--- config.mk ---
export PLATFORM = sky130hd
export DESIGN_NAME = dual_irq_mask_ctrl
export DESIGN_NICKNAME = d
export VERILOG_FILES = /design/src/rtl/irqc_pkg.sv /design/src/rtl/irqc_mask_regs.sv /design/src/rtl/irqc_out_stage.sv /design/src/rtl/irqc_read_port.sv /design/src/rtl/dual_irq_mask_ctrl.sv
export SDC_FILE = /design/constraint.sdc
export NUM_CORES = 1
export LEC_CHECK = 0
export ABC_AREA = 1
export BUFFER_PORTS_ARGS = -buffer_cell sky130_fd_sc_hd__buf_2
export CORE_UTILIZATION = 50
export DETAILED_ROUTE_END_ITERATION = 7
export GPL_TIMING_DRIVEN = 1
export PLACE_DENSITY = 0.74
export SYNTH_ARGS = -nofsm -noshare
export SYNTH_HDL_FRONTEND = slang
export SYNTH_SLANG_ARGS = --single-unit
--- constraint.sdc ---
create_clock -name clk -period 2.3 [get_ports clk]
set_input_delay 0.345 -clock clk [delete_from_list [all_inputs] [get_ports clk]]
set_output_delay 0.345 -clock clk [all_outputs]
set_load 0.02 [all_outputs]
--- src/rtl/irqc_pkg.sv ---
package irqc_pkg;

    localparam int unsigned CH_NORMAL = 0;
    localparam int unsigned CH_FAST   = 1;
    localparam int unsigned NUM_CH    = 2;

    // Word indices whose meaning the bus decode depends on.
    localparam int unsigned WD_N_STAT  = 0;
    localparam int unsigned WD_RAW_A   = 1;
    localparam int unsigned WD_N_SET   = 2;
    localparam int unsigned WD_N_CLR   = 3;
    localparam int unsigned WD_SW_SET  = 4;
    localparam int unsigned WD_SW_CLR  = 5;
    localparam int unsigned WD_F_STAT  = 8;
    localparam int unsigned WD_RAW_B   = 9;
    localparam int unsigned WD_F_SET   = 10;
    localparam int unsigned WD_F_CLR   = 11;

    typedef struct packed {
        logic n_set;
        logic n_clr;
        logic f_set;
        logic f_clr;
        logic sw_set;
        logic sw_clr;
        logic bad;
    } wr_dec_t;

    typedef enum logic [2:0] {
        RS_N_STAT,
        RS_RAW,
        RS_N_MASK,
        RS_SW_BIT,
        RS_F_STAT,
        RS_F_MASK,
        RS_BAD
    } rd_sel_t;

    function automatic wr_dec_t decode_write(input int unsigned word);
        wr_dec_t d;
        d = '0;
        case (word)
            WD_N_SET:  d.n_set  = 1'b1;
            WD_N_CLR:  d.n_clr  = 1'b1;
            WD_F_SET:  d.f_set  = 1'b1;
            WD_F_CLR:  d.f_clr  = 1'b1;
            WD_SW_SET: d.sw_set = 1'b1;
            WD_SW_CLR: d.sw_clr = 1'b1;
            default:   d.bad    = 1'b1;
        endcase
        return d;
    endfunction

    function automatic rd_sel_t decode_read(input int unsigned word);
        rd_sel_t s;
        case (word)
            WD_N_STAT:          s = RS_N_STAT;
            WD_RAW_A, WD_RAW_B: s = RS_RAW;
            WD_N_SET:           s = RS_N_MASK;
            WD_SW_SET:          s = RS_SW_BIT;
            WD_F_STAT:          s = RS_F_STAT;
            WD_F_SET:           s = RS_F_MASK;
            default:            s = RS_BAD;
        endcase
        return s;
    endfunction

endpackage

--- src/rtl/irqc_mask_regs.sv ---
module irqc_mask_regs
    import irqc_pkg::*;
#(
    parameter int unsigned NUM_SRC = 32
) (
    input  logic                            clk,
    input  logic                            rst,
    input  logic                            wr_en,
    input  wr_dec_t                         dec,
    input  logic [NUM_SRC-1:0]              wdata,
    output logic [NUM_CH-1:0][NUM_SRC-1:0]  masks,
    output logic                            sw_q
);

    logic [NUM_CH-1:0] set_hit;
    logic [NUM_CH-1:0] clr_hit;

    always_comb begin
        set_hit            = '0;
        clr_hit            = '0;
        set_hit[CH_NORMAL] = wr_en & dec.n_set;
        clr_hit[CH_NORMAL] = wr_en & dec.n_clr;
        set_hit[CH_FAST]   = wr_en & dec.f_set;
        clr_hit[CH_FAST]   = wr_en & dec.f_clr;
    end

    for (genvar c = 0; c < NUM_CH; c++) begin : g_mask
        always_ff @(posedge clk) begin
            if (rst) begin
                masks[c] <= '0;
            end else if (set_hit[c]) begin
                masks[c] <= masks[c] | wdata;
            end else if (clr_hit[c]) begin
                masks[c] <= masks[c] & ~wdata;
            end
        end
    end

    always_ff @(posedge clk) begin
        if (rst) begin
            sw_q <= 1'b0;
        end else if (wr_en && dec.sw_set && wdata[0]) begin
            sw_q <= 1'b1;
        end else if (wr_en && dec.sw_clr && wdata[0]) begin
            sw_q <= 1'b0;
        end
    end

endmodule

--- src/rtl/irqc_out_stage.sv ---
module irqc_out_stage
    import irqc_pkg::*;
#(
    parameter int unsigned NUM_SRC = 32
) (
    input  logic                            clk,
    input  logic                            rst,
    input  logic [NUM_SRC-1:0]              level,
    input  logic [NUM_CH-1:0][NUM_SRC-1:0]  masks,
    output logic [NUM_CH-1:0][NUM_SRC-1:0]  masked,
    output logic [NUM_CH-1:0]               req_q
);

    for (genvar c = 0; c < NUM_CH; c++) begin : g_chan
        assign masked[c] = level & masks[c];

        always_ff @(posedge clk) begin
            if (rst) begin
                req_q[c] <= 1'b0;
            end else begin
                req_q[c] <= |masked[c];
            end
        end
    end

endmodule

--- src/rtl/irqc_read_port.sv ---
module irqc_read_port
    import irqc_pkg::*;
#(
    parameter int unsigned NUM_SRC = 32
) (
    input  logic                            clk,
    input  logic                            rst,
    input  logic                            rd_en,
    input  rd_sel_t                         sel,
    input  logic                            wr_bad,
    input  logic [NUM_SRC-1:0]              level,
    input  logic [NUM_CH-1:0][NUM_SRC-1:0]  masks,
    input  logic [NUM_CH-1:0][NUM_SRC-1:0]  masked,
    output logic [NUM_SRC-1:0]              rdata,
    output logic                            err
);

    logic [NUM_SRC-1:0] mux;

    always_comb begin
        mux = '0;
        case (sel)
            RS_N_STAT: mux = masked[CH_NORMAL];
            RS_RAW:    mux = level;
            RS_N_MASK: mux = masks[CH_NORMAL];
            RS_SW_BIT: mux[0] = level[0];
            RS_F_STAT: mux = masked[CH_FAST];
            RS_F_MASK: mux = masks[CH_FAST];
            default:   mux = '0;
        endcase
    end

    always_ff @(posedge clk) begin
        if (rst) begin
            rdata <= '0;
            err   <= 1'b0;
        end else begin
            rdata <= rd_en ? mux : '0;
            err   <= (rd_en && sel == RS_BAD) || wr_bad;
        end
    end

endmodule

--- src/rtl/dual_irq_mask_ctrl.sv ---
module dual_irq_mask_ctrl
    import irqc_pkg::*;
#(
    parameter int unsigned NUM_SRC = 32,
    parameter int unsigned ADDR_W  = 4
) (
    input  logic               clk,
    input  logic               rst,
    input  logic [NUM_SRC-1:0] src_i,
    input  logic               bus_wr_en,
    input  logic               bus_rd_en,
    input  logic [ADDR_W-1:0]  bus_addr,
    input  logic [NUM_SRC-1:0] bus_wdata,
    output logic [NUM_SRC-1:0] bus_rdata,
    output logic               bus_err,
    output logic               irq_o,
    output logic               fiq_o
);

    localparam int unsigned SW_PAD = NUM_SRC - 1;

    wr_dec_t                        wdec;
    rd_sel_t                        rsel;
    logic [NUM_CH-1:0][NUM_SRC-1:0] masks;
    logic [NUM_CH-1:0][NUM_SRC-1:0] masked;
    logic [NUM_CH-1:0]              req_q;
    logic                           sw_q;
    logic [NUM_SRC-1:0]             level;
    logic [NUM_SRC-1:0]             irq_mask;
    logic [NUM_SRC-1:0]             fiq_mask;

    assign wdec     = decode_write(int'(bus_addr));
    assign rsel     = decode_read(int'(bus_addr));
    assign level    = src_i | {{SW_PAD{1'b0}}, sw_q};
    assign irq_mask = masks[CH_NORMAL];
    assign fiq_mask = masks[CH_FAST];

    irqc_mask_regs #(.NUM_SRC(NUM_SRC)) u_masks (
        .clk   (clk),
        .rst   (rst),
        .wr_en (bus_wr_en),
        .dec   (wdec),
        .wdata (bus_wdata),
        .masks (masks),
        .sw_q  (sw_q)
    );

    irqc_out_stage #(.NUM_SRC(NUM_SRC)) u_out (
        .clk    (clk),
        .rst    (rst),
        .level  (level),
        .masks  (masks),
        .masked (masked),
        .req_q  (req_q)
    );

    irqc_read_port #(.NUM_SRC(NUM_SRC)) u_rd (
        .clk    (clk),
        .rst    (rst),
        .rd_en  (bus_rd_en),
        .sel    (rsel),
        .wr_bad (bus_wr_en & wdec.bad),
        .level  (level),
        .masks  (masks),
        .masked (masked),
        .rdata  (bus_rdata),
        .err    (bus_err)
    );

    assign irq_o = req_q[CH_NORMAL];
    assign fiq_o = req_q[CH_FAST];

endmodule

== Word level (Yosys, flattened, before mapping) ==
Index checks and enable logic that the tools add are counted.

* Bits in registers: 100
* Logic and storage cells: 69

* Equal/unequal tests: 15
* Mux-type cells: 16
* Bitwise gates (word level): 14
* Reductions and logical operators: 17

{| class="wikitable"
|+ Operators with widths
! kind !! number
|-
| $pmux W31 S5 || 1
|-
| $and A32 B32 Y32 || 4
|-
| $mux W32 || 4
|-
| $or A32 B32 Y32 || 2
|-
| $reduce_or A32 Y1 || 2
|-
| $not A32 Y32 || 1
|-
| $or A32 B1 Y32 || 1
|-
| $pmux W3 S6 || 1
|-
| $eq A4 B4 Y1 const B || 4
|-
| $eq A3 B3 Y1 const B || 3
|-
| $mux W1 || 9
|-
| $eq A4 B2 Y1 const B || 2
|-
| $eq A4 B3 Y1 const B || 2
|-
| $eq A3 B2 Y1 const B || 2
|-
| $reduce_bool A2 Y1 || 3
|-
| $reduce_or A2 Y1 || 3
|-
| $reduce_or A6 Y1 || 1
|-
| $and A1 B1 Y1 || 5
|-
| $logic_and A1 B1 Y1 || 5
|-
| $pmux W1 S5 || 1
|-
| $eq A4 B1 Y1 const B || 1
|-
| $logic_not A4 Y1 || 1
|-
| $eq A3 B1 Y1 const B || 1
|-
| $logic_not A3 Y1 || 1
|-
| 2 further kinds || 2
|}

== Longest topological paths before layout ==
* Depth after elaboration: 6
* Depth in mapped cells: 9
* Gate-level depth less buffers: 7

== Modules after synthesis ==
From an unflattened synthesis, not the netlist that was laid out.

* Cells, all modules: 945
* Area, all modules: 5,656.7 µm²

{| class="wikitable"
|+ By module, submodules not included
! module !! instances !! cells each !! area each (µm²)
|-
| irqc_mask_regs || 1 || 352 || 2,508.7
|-
| irqc_read_port || 1 || 370 || 2,252.2
|-
| irqc_out_stage || 1 || 192 || 758.2
|-
| dual_irq_mask_ctrl || 1 || 31 || 137.6
|}

== Worst setup path before layout ==
Ideal clock, no wire load.

* Path type: input-to-reg
* From: in bus_addr[2]
* To: reg (tool-made name)
* Arrival time: 1.299 ns
* Path slack: 0.869 ns
* Stages: 8
* Buffers on the path: 2
* Cell sequence: buf_2 nor2_4 nand2_1 nor2_1 inv_1 clkbuf_1 o21ai_0 a21oi_1

{| class="wikitable"
|+ RTL lines
! item !! line !! source
|-
| start, declared || dual_irq_mask_ctrl.sv:12 || <nowiki>input logic [ADDR_W-1:0] bus_addr,</nowiki>
|}

== Worst setup path after layout ==
* From: in bus_addr[1]
* To: reg u_rd.rdata[13]

* Longest elaborated chain between the ends: 5
* Elaborated cells on any way between the ends: 15

{| class="wikitable"
|+ RTL lines
! item !! line !! source
|-
| $eq A4 B1 Y1 or $eq A4 B4 Y1 (tied branches) || irqc_pkg.sv:56 || <nowiki>case (word)</nowiki>
|-
| $reduce_or A2 Y1 || irqc_pkg.sv:56 ||
|-
| $pmux W3 S6 (*) || irqc_pkg.sv:56 ||
|-
| $eq A3 B3 Y1 (tied with other cells) || irqc_read_port.sv:22 || <nowiki>case (sel)</nowiki>
|-
| $pmux W31 S5 (*) || irqc_read_port.sv:22 ||
|-
| end signal, assigned || irqc_read_port.sv:38 || <nowiki>rdata <= rd_en ? mux : '0;</nowiki>
|-
| end, declared || irqc_read_port.sv:14 || <nowiki>output logic [NUM_SRC-1:0] rdata,</nowiki>
|}

Every way passes the cells marked *; elsewhere a longest branch is shown, timed or not.
A chain may end at the register's enable or synchronous reset.

==> results.sh <==
export IMPL_status="complete, no violations"
export IMPL_antenna_found_initial=0
export IMPL_crit_path_end_kind="register"
export IMPL_cpMostUsedCell="nor2_1"
export IMPL_drc=0
export IMPL_power_mw=3.21
export IMPL_yosysSeqAreaShare_pct=39.5
export IMPL_cp_required_ns=2.61
export IMPL_maxCapViolations=0
export IMPL_drt_wirelength_per_cell_um=15.1
export IMPL_fin_crit_sh_pct=63.1
export IMPL_yosysMostFrequentCell="nand2_1"
export IMPL_synth_area_leaders="dfxtp_1 39%, nand2_1 19%, nand3_1 9.2%"
export IMPL_ctsHoldBuffers=0
export IMPL_ys_top_cells_by_count="259 x nand2_1, 100 x dfxtp_1, 93 x nand3_1"
export IMPL_synth_top_area_share_pct=39.5
export IMPL_ir_drop_mv=0.284
export IMPL_final_setup_tns_ns=0
export IMPL_fmax_ghz=0.689
export IMPL_diodes=0
export IMPL_slew_violations=0
export IMPL_cp_arrival_ns=1.76
export IMPL_rows=36
export IMPL_syn_cell_area_mm2=0.00507
export IMPL_final_layout_size_suffix_gt1_share_pct=17.0
export IMPL_synth_ff_type="dfxtp_1"
export IMPL_yosys_area_top_type="dfxtp_1"
export IMPL_synth_seq_cells=100
export IMPL_place_congestion=0.919
export IMPL_multi_input_area_mm2=0.00271
export IMPL_place_hpwl_mm=11.1
export IMPL_drt_iter0_markers=348
export IMPL_p_per_area_mw_per_mm2=541
export IMPL_die_area_mm2=0.0105
export IMPL_syn_num_nets=873
export IMPL_numCtsBuffers=9
export IMPL_dieHeight_um=103
export IMPL_grt_overflow=0
export IMPL_clock_skew_final_ns=0.00880
export IMPL_cp_start_kind="primary input"
export IMPL_drtAntennaViolNets=0
export IMPL_regArea_mm2=0.00200
export IMPL_avgSynthCellArea_um2=6.33
export IMPL_initial_core_util_pct=51.6
export IMPL_wl_mm=15.7
export IMPL_synth_cell_types=22
export IMPL_hold_class="in -> reg"
export IMPL_grt_usage_pct=31.2
export IMPL_synth_cells=801
export IMPL_io_buffer_count=106
export IMPL_leakage_nw=2.58
export IMPL_cts_repair_timing_setup_buffer_count=0
export IMPL_synth_edf_count=0
export IMPL_die_w_um=103
export IMPL_grt_max_degree=58
export IMPL_grt_pass1_wl_mm=25.0
export IMPL_synth_warnings=0
export IMPL_cts_root_buf="clkbuf_8"
export IMPL_core_mm2=0.00982
export IMPL_rsz0062_at_grt="no"
export IMPL_vias=5748
export IMPL_avgViaCountPerCell=5.54
export IMPL_rr_worst_depth=6
export IMPL_clkSinkCount=100
export IMPL_slowest_delay_ns=0.45
export IMPL_crit_path_max_fanout=27
export IMPL_final_hold_viol_count=0
export IMPL_crit_path_top_delay_cell="inv_2"
export IMPL_cts_tree="yes"
export IMPL_ys_async_sr_fraction_pct=0
export IMPL_clkTransAtPathRegs_ns=0.10
export IMPL_criticalPathCategory="in -> reg"
export IMPL_slew_headroom_pct=52.0
export IMPL_worst_pin_slew_ns=0.719
export IMPL_num_nets_final=973
export IMPL_fill_cells=1003
export IMPL_grt_pass1_vias=5237
export IMPL_setup_violations_final=0
export IMPL_crit_path_cell_trace="buf_2, nor2_2, nand2_2, inv_2, nand2_1, a21boi_0, nor2_1, nor2_1"
export IMPL_cts_htree_levels=3
export IMPL_area_growth_pct=17.2
export IMPL_clockBufferDepth=2
export IMPL_io_pins=107
export IMPL_cts_resized=0
export IMPL_fin_crit_ns=1.45
export IMPL_hold_depth=3
export IMPL_clk_latency_ns=0.38
export IMPL_dr_pass1_iters=5
==> cell type report <==
type	instances	share of cell area [%]
flip-flops and latches	100	33.7
multi-input cells	614	45.7
clock buffers	13	2.68
clock inverters	2	0.169
repair buffers	128	11.9
inverters	48	3.03
well taps	133	2.80
==> layer usage <==
layer  track usage [%]  wire, µm  up-vias
met1              38.6      6510     2648
li1                  -         -     2803
met5                 0         0        -
met4              17.0       541        0
met2              52.7      7520      255
met3              4.27      1160       42
==> cells in the final DEF, fill, tap and decap left out, types with 2 or more instances in the layout <==
cell type	synthesis	layout
inv_1	43	43
a21oi_1	82	82
clkbuf_8	0	11
nor2_1	86	85
nor2_2	3	4
a21boi_0	7	7
a21boi_1	6	6
buf_4	4	21
nand4_1	6	6
buf_2	16	106
nor3_1	4	4
nor2_4	2	2
dfxtp_1	100	100
o21ai_1	2	2
inv_2	4	4
nand2_1	259	259
clkbuf_1	17	2
clkinv_2	0	2
nand3_1	93	93
o21ai_0	61	61
nand2_2	2	2
==> kinds of logic after synthesis <==
kind of cell           share of synthesized area (%)
and+or+nand+nor                                 37.1
AOI/OAI and AO/OA                               16.2
DFF                                             39.5
buffers and inverters                           7.13
==> worst max-delay path, delay by kind of cell <==
kind / cells / cell delay, ns
simple gates: 5 / 0.59
buf+inv: 2 / 0.60
compound gates: 1 / 0.21
==> where the power goes <==
group          internal, mW  switching [mW]
clock                 0.445           0.603
sequential             1.76          0.0159
combinational         0.122           0.268
==> path summary, 6_finish.rpt <==
path                 startpoint              to  slack [ns]
setup / recovery    bus_addr[1]  u_rd.rdata[13]        0.85
hold / removal    bus_wdata[20]        register        0.22
setup reg to reg   u_masks.sw_q  u_out.req_q[0]        1.17
hold reg to reg    u_masks.sw_q    u_masks.sw_q        0.47
==> per-stage QoR <==
| stage | hold slack [ns] | setup WS (ns) | util [%] | cells | instance area, µm² |
|---|---|---|---|---|---|
| CTS | 0.208 | 0.877 | 60.5 | 1038 | 5940 |
| detailed placement | 0.447 | 0.512 | 58.8 | 1023 | 5770 |
| finish | 0.222 | 0.848 | 60.5 | 1038 | 5940 |
| floorplan | 0.423 | 0.869 | - | 801 | 5070 |
| global placement | 0.445 | 0.600 | 58.8 | 1023 | 5770 |
| global route | 0.227 | 0.723 | 60.5 | 1038 | 5940 |
(Power assumes the default switching activity.)
